==> src/rtl/dmaw_pkg.sv <==
package dmaw_pkg;
  // encodings
  localparam logic [5:0] OPC_WFE = 6'b001101;
  localparam logic [5:0] OPC_WFP = 6'b001100;

  typedef enum logic [1:0] {
    FLT_NONE    = 2'd0,
    FLT_EVENT   = 2'd1,
    FLT_PERIPH  = 2'd2,
    FLT_ILLEGAL = 2'd3
  } flt_e;

  typedef enum logic [1:0] {
    MOD_SINGLE = 2'd0,
    MOD_BURST  = 2'd1,
    MOD_PERIPH = 2'd2,
    MOD_RSVD   = 2'd3
  } pmod_e;

  typedef struct packed {
    logic       is_wfe;
    logic       is_wfp;
    logic       inval;
    pmod_e      mode;
    logic [4:0] num;
    flt_e       fault;
  } dec_t;
endpackage

==> src/rtl/dmaw_decode.sv <==
module dmaw_decode
  import dmaw_pkg::*;
#(
  parameter int NUM_EVENTS = 16,
  parameter int NUM_PERIPH = 8
) (
  input  logic [15:0] instr_i,
  input  logic        mgr_i,
  output dec_t        dec_o
);
  logic [5:0] opc;
  logic       wfe, wfp, rsvd_ok;

  assign opc     = instr_i[7:2];
  assign wfe     = (opc == OPC_WFE) && !instr_i[0];
  assign wfp     = (opc == OPC_WFP);
  assign rsvd_ok = (instr_i[10:8] == 3'b000);

  always_comb begin
    dec_o.is_wfe = wfe;
    dec_o.is_wfp = wfp;
    dec_o.inval  = wfe & instr_i[1];
    dec_o.mode   = pmod_e'(instr_i[1:0]);
    dec_o.num    = instr_i[15:11];
    // illegal forms outrank range checks
    if (!(wfe || wfp) || !rsvd_ok)
      dec_o.fault = FLT_ILLEGAL;
    else if (wfp && (mgr_i || pmod_e'(instr_i[1:0]) == MOD_RSVD))
      dec_o.fault = FLT_ILLEGAL;
    else if (wfe && 32'(instr_i[15:11]) >= NUM_EVENTS)
      dec_o.fault = FLT_EVENT;
    else if (wfp && 32'(instr_i[15:11]) >= NUM_PERIPH)
      dec_o.fault = FLT_PERIPH;
    else
      dec_o.fault = FLT_NONE;
  end
endmodule

==> src/rtl/dmaw_sel.sv <==
module dmaw_sel #(
  parameter int N = 16
) (
  input  logic [N-1:0] vec_i,
  input  logic [4:0]   num_i,
  output logic [N-1:0] onehot_o,
  output logic         hit_o
);
  for (genvar i = 0; i < N; i++) begin : g_dec
    assign onehot_o[i] = (num_i == 5'(i));
  end
  assign hit_o = |(vec_i & onehot_o);
endmodule

==> src/rtl/dmaw_evt.sv <==
module dmaw_evt #(
  parameter int N = 16
) (
  input  logic         clk_i,
  input  logic         rst_ni,
  input  logic [N-1:0] set_i,
  input  logic [N-1:0] consume_i,
  output logic [N-1:0] eff_o,
  output logic [N-1:0] pend_o
);
  logic [N-1:0] pend_q;

  assign eff_o  = pend_q | set_i;
  assign pend_o = pend_q;

  for (genvar i = 0; i < N; i++) begin : g_bit
    always_ff @(posedge clk_i or negedge rst_ni) begin
      if (!rst_ni) pend_q[i] <= 1'b0;
      else         pend_q[i] <= eff_o[i] & ~consume_i[i];
    end
    AST_CONSUME_CLEARS: assert property (@(posedge clk_i) disable iff (!rst_ni)
      consume_i[i] |=> !pend_q[i]) else $error("consumed event left pending");
  end
endmodule

==> src/rtl/dmaw_exec.sv <==
module dmaw_exec
  import dmaw_pkg::*;
#(
  parameter int NUM_EVENTS = 16,
  parameter int NUM_PERIPH = 8
) (
  input  logic                  clk_i,
  input  logic                  rst_ni,
  input  logic                  issue_i,
  input  logic [15:0]           instr_i,
  input  logic                  mgr_i,
  input  logic [NUM_EVENTS-1:0] ev_set_i,
  input  logic [NUM_PERIPH-1:0] periph_req_i,
  output logic                  ready_o,
  output logic                  busy_o,
  output logic                  done_o,
  output logic [NUM_PERIPH-1:0] periph_ack_o,
  output logic [1:0]            req_kind_o,
  output logic                  fault_o,
  output logic [1:0]            fault_code_o,
  output logic                  icache_inv_o,
  output logic [NUM_EVENTS-1:0] ev_pend_o
);
  dec_t dec;

  logic        busy_q, done_q, fault_q, inv_q;
  logic [4:0]  cur_num_q;
  logic        cur_wfp_q;
  pmod_e       cur_mode_q, kind_q;
  flt_e        code_q;
  logic [NUM_PERIPH-1:0] ack_q;

  logic        accept, start_ok, active, release_w, hit;
  logic [4:0]  sel_num;
  logic        sel_wfp;
  pmod_e       sel_mode;

  logic [NUM_EVENTS-1:0] ev_eff, ev_oh, ev_consume;
  logic [NUM_PERIPH-1:0] pr_oh, ack_d;
  logic                  ev_hit, pr_hit;

  dmaw_decode #(.NUM_EVENTS(NUM_EVENTS), .NUM_PERIPH(NUM_PERIPH)) u_dec (
    .instr_i (instr_i),
    .mgr_i   (mgr_i),
    .dec_o   (dec)
  );

  assign accept   = issue_i && !busy_q;
  assign start_ok = accept && (dec.fault == FLT_NONE);
  assign sel_num  = busy_q ? cur_num_q  : dec.num;
  assign sel_wfp  = busy_q ? cur_wfp_q  : dec.is_wfp;
  assign sel_mode = busy_q ? cur_mode_q : dec.mode;

  dmaw_evt #(.N(NUM_EVENTS)) u_evt (
    .clk_i     (clk_i),
    .rst_ni    (rst_ni),
    .set_i     (ev_set_i),
    .consume_i (ev_consume),
    .eff_o     (ev_eff),
    .pend_o    (ev_pend_o)
  );

  dmaw_sel #(.N(NUM_EVENTS)) u_ev_sel (
    .vec_i    (ev_eff),
    .num_i    (sel_num),
    .onehot_o (ev_oh),
    .hit_o    (ev_hit)
  );

  dmaw_sel #(.N(NUM_PERIPH)) u_pr_sel (
    .vec_i    (periph_req_i),
    .num_i    (sel_num),
    .onehot_o (pr_oh),
    .hit_o    (pr_hit)
  );

  assign hit        = sel_wfp ? pr_hit : ev_hit;
  assign active     = busy_q || start_ok;
  assign release_w  = active && hit;
  assign ev_consume = (release_w && !sel_wfp) ? ev_oh : '0;
  assign ack_d      = (release_w &&  sel_wfp) ? pr_oh : '0;

  always_ff @(posedge clk_i or negedge rst_ni) begin
    if (!rst_ni) begin
      busy_q     <= 1'b0;
      cur_num_q  <= '0;
      cur_wfp_q  <= 1'b0;
      cur_mode_q <= MOD_SINGLE;
    end else begin
      if (start_ok) begin
        cur_num_q  <= dec.num;
        cur_wfp_q  <= dec.is_wfp;
        cur_mode_q <= dec.mode;
      end
      if (start_ok && !hit)      busy_q <= 1'b1;
      else if (busy_q && hit)    busy_q <= 1'b0;
    end
  end

  always_ff @(posedge clk_i or negedge rst_ni) begin
    if (!rst_ni) begin
      done_q  <= 1'b0;
      ack_q   <= '0;
      kind_q  <= MOD_SINGLE;
      fault_q <= 1'b0;
      code_q  <= FLT_NONE;
      inv_q   <= 1'b0;
    end else begin
      done_q  <= release_w;
      ack_q   <= ack_d;
      kind_q  <= (release_w && sel_wfp) ? sel_mode : MOD_SINGLE;
      fault_q <= accept && (dec.fault != FLT_NONE);
      code_q  <= accept ? dec.fault : FLT_NONE;
      inv_q   <= start_ok && dec.is_wfe && dec.inval;
    end
  end

  assign ready_o      = !busy_q;
  assign busy_o       = busy_q;
  assign done_o       = done_q;
  assign periph_ack_o = ack_q;
  assign req_kind_o   = kind_q;
  assign fault_o      = fault_q;
  assign fault_code_o = code_q;
  assign icache_inv_o = inv_q;

  AST_DONE_FAULT_EXCL: assert property (@(posedge clk_i) disable iff (!rst_ni)
    !(done_o && fault_o)) else $error("release and abort together");
  AST_ACK_ONEHOT: assert property (@(posedge clk_i) disable iff (!rst_ni)
    $onehot0(periph_ack_o)) else $error("ack not one-hot");
  AST_ACK_WITH_DONE: assert property (@(posedge clk_i) disable iff (!rst_ni)
    (|periph_ack_o) |-> done_o) else $error("ack without release");
  AST_BUSY_RELEASE: assert property (@(posedge clk_i) disable iff (!rst_ni)
    (busy_q && hit) |=> (!busy_o && done_o)) else $error("stall not ended");
  AST_INV_AFTER_ISSUE: assert property (@(posedge clk_i) disable iff (!rst_ni)
    $rose(icache_inv_o) |-> $past(issue_i && ready_o)) else $error("stray invalidate");
  AST_CODE_AFTER_ISSUE: assert property (@(posedge clk_i) disable iff (!rst_ni)
    (fault_code_o != 2'd0) |-> $past(issue_i && ready_o)) else $error("stray fault code");
endmodule

==> config.mk <==
export PLATFORM = sky130hd
export DESIGN_NAME = dmaw_exec
export DESIGN_NICKNAME = d
export VERILOG_FILES = /design/src/rtl/dmaw_pkg.sv /design/src/rtl/dmaw_decode.sv /design/src/rtl/dmaw_sel.sv /design/src/rtl/dmaw_evt.sv /design/src/rtl/dmaw_exec.sv
export SDC_FILE = /design/constraint.sdc
export NUM_CORES = 1
export LEC_CHECK = 0
export ABC_AREA = 1
export BUFFER_PORTS_ARGS = -buffer_cell sky130_fd_sc_hd__buf_2
export CAP_MARGIN = 5
export CORE_MARGIN = 4
export CORE_UTILIZATION = 52
export DETAILED_ROUTE_END_ITERATION = 8
export GPL_TIMING_DRIVEN = 1
export PLACE_DENSITY = 0.89
export SYNTH_ARGS = -nofsm -noshare
export SYNTH_HDL_FRONTEND = slang
export SYNTH_HIERARCHICAL = 1
export SYNTH_SLANG_ARGS = --single-unit
==> constraint.sdc <==
create_clock -name clk_i -period 3.2 [get_ports clk_i]
set_input_delay 0.64 -clock clk_i [delete_from_list [all_inputs] [get_ports clk_i]]
set_output_delay 0.64 -clock clk_i [all_outputs]
set_load 0.05 [all_outputs]
==> out/results.ini <==
[cts]
clock_latency_ns = 0.29
numCtsBuffers = 5
cts_tree = yes
cts_resized = 0
cts_buffer_depth = 2
cts_root_buffer = clkbuf_8
cts_setup_buffers = 0
htreeDepth = 2
cts_sinks = 40
clk_pin_slew_worst_paths_ns = 0.08
cts_hold_buf = 0

[finish]
layout.cells.most_common = inv_1
antennaDiodeCount = 0
final_cell_mix = 92 x inv_1, 78 x nor2_1, 76 x buf_2
fin_area_mm2 = 0.00312
regArea_mm2 = 0.00100
utilization_pct = 64.8
fillers = 465
num-nets-final = 496
final_cells = 520
multiInputGateArea_mm2 = 0.00116
drive_gt1_share_pct = 30.0
area_growth_pct = 18.6

[logic_synthesis]
synth_top_cell_by_area = dfrtp_1
ys_seq_elements = 40
netlist_instances = 377
netlist.area_leader.share_pct = 38.0
yosys_warnings = 6
synth_nets = 421
netlist_area_mm2 = 0.00263
ys_top_cells_by_area = dfrtp_1 38%, inv_1 13%, nor2_1 11%, nand2_1 7.6%, nor2_4 5.1%
synthDistinctLibCells = 23
syn_area_per_cell_um2 = 6.98
yosysSeqAreaShare_pct = 38.0

[critical_path]
worstPathMaxFanout = 16
cp-start-kind = flip-flop
critPathKind = flip-flop to flip-flop
cpPeakStageDelay_ns = 0.67
crit_top_cell = nor2_1
r2r_end = u_evt/pend_o[4]
cp.arrival_ns = 2.80
reg2reg_from = busy_o
path_cells = o21ai_0 > buf_4 > nor2_1 > nand3_1 > nor2_1 > nor2_1 > nand2_1 > nor2_1 > nand2_1 > inv_1 > nor2_4 > nand2_4 > nor2_1 > nor2_1
cp.required_ns = 3.38
reg2reg_depth = 14
r2r_slack_ns = 0.58
cpLargestDelayFamily = simple AND/OR/NAND/NOR gates
critPathCapture = u_evt/pend_o[4]
cpMaxStageDelayCell = dfrtp_1
cp-startpoint = busy_o
crit_buf_inv = 2
end_kind = flip-flop
crit_cells = 14

[route]
first_iter_violations = 138
num_vias = 2437
drt_wl_total_um = 5980
ant_nets = 0
drcViolationCount = 0
dr.pass1.iters = 4
via_per_inst = 4.69
wire_per_inst_um = 11.5

[min_path]
hold_class = input pin to asynchronous set/reset pin

[flow_run]
maxCapViolCount = 0

[place]
place.detailed.hpwl_um = 4680
gp_congestion = 0.836
io_buffer_count = 76
placed_cells = 512
placed_cell_area_mm2 = 0.00303

[timing]
fin_skew_ns = 0.00555
slew_violations = 0
hold_viol_final = 0
rsz0062_at_grt = false
setup_viol = 0
period_needed_ns = 2.62
fin_crit_sh_pct = 81.8
relSlewSlack_pct = 41.2
hold_slack_ns = 0.462
finalSetupTns_ns = 0
max_freq_ghz = 0.382
tightest_slew_ns = 0.882

[power_and_ir_drop]
p_seq_share_pct = 51.0
internal_power_w = 0.000728
leakage_nw = 1.52
peakVddDrop_mv = 0.259
power_density_mw_per_mm2 = 319
switchingPower_w = 0.000266
swShare_pct = 26.8
pwr-share-comb_pct = 13.7
clockPowerShare_pct = 35.3

[grt]
grtUsageTotal_pct = 20.2
antenna_found_initial = 0
first_global_vias = 2399
grt_pass1_wl_um = 10200
grt_overflow_total = 0
grt_max_degree = 41

[die]
die-width_um = 79.1
dieHeight_um = 79.1
io_pins = 77
die_area_mm2 = 0.00626
core_area_mm2 = 0.00482
row_count = 25
start_util_pct = 54.6

[outcome]
status = complete, no violations

[logic make-up (layout without fill, tap and decap cells)]
group / count (synthesis) / after routing / synth area share, %
and+or+nand+nor: 213 / 213 / 41.1
DFF: 40 / 40 / 38.0
buffers and inverters: 109 / 185 / 18.0
AOI/OAI and AO/OA: 15 / 15 / 2.85
[synth_stat cells]
library cell and count:
inv_1 92, nor2_1 78, nand2_1 53, dfrtp_1 40, nor2_2 20, nand4_1 15, o21ai_0 13, nand3_1 12
nor2_4 12, nor3_1 10, buf_4 9, nand2_2 5, nand2_4 5, a21oi_1 2, buf_2 2, inv_2 2
buf_12 1, buf_6 1, clkbuf_1 1, inv_6 1, nand3b_1 1, nor2_8 1, nor3_2 1
[per-stage QoR]
stage	setup WS [ns]	total power (W)
2_1_floorplan	0.261	0.000599
3_3_place_gp	0.676	0.000650
3_5_place_dp	0.568	0.000654
5_1_grt	0.286	0.00105
4_1_cts	0.596	0.00101
6_report	0.584	0.000994
[registers in the layout, summed over array words and instances, names as in the netlist]
signal,count
fault_code_o,2
cur_num_q,5
periph_ack_o,8
done_o,1
cur_wfp_q,1
busy_o,1
cur_mode_q,2
icache_inv_o,1
req_kind_o,2
u_evt/pend_o,16
fault_o,1
[cell type report]
type / count / area share, %
flip-flops and latches: 40 / 32.1
clock inverters: 1 / 0.240
repair buffers: 82 / 13.6
well taps: 67 / 2.69
multi-input cells: 228 / 37.0
inverters: 95 / 11.6
clock buffers: 7 / 2.77
[metal layers]
layer	vias up	share of wire (%)	global-route usage (%)
met5	-	0	0
met4	0	0.70	4.12
met3	6	6.0	4.54
met2	84	51	36.5
met1	1099	43	24.6
li1	1248	-	-
[power groups by stage]
stage | logic [W] | registers (W) | clock network, W
final | 0.000136 | 0.000507 | 0.000351
after global routing | 0.000154 | 0.000508 | 0.000387
after CTS | 0.000137 | 0.000507 | 0.000367
after detailed placement | 0.000137 | 0.000518 | 0
after global placement | 0.000133 | 0.000517 | 0
after floorplan | 0.0000736 | 0.000525 | 0
[worst min path at each step]
stage | start | to | cells past startpoint
4_1_cts | rst_ni | u_evt/pend_o[12] | 1
3_3_place_gp | cur_num_q[3] | cur_num_q[3] | 2
6_report | rst_ni | icache_inv_o | 1
3_5_place_dp | cur_num_q[1] | cur_num_q[1] | 2
5_1_grt | u_evt/pend_o[13] | u_evt/pend_o[13] | 2
2_1_floorplan | rst_ni | busy_o | 0
(Power assumes the default switching activity.)
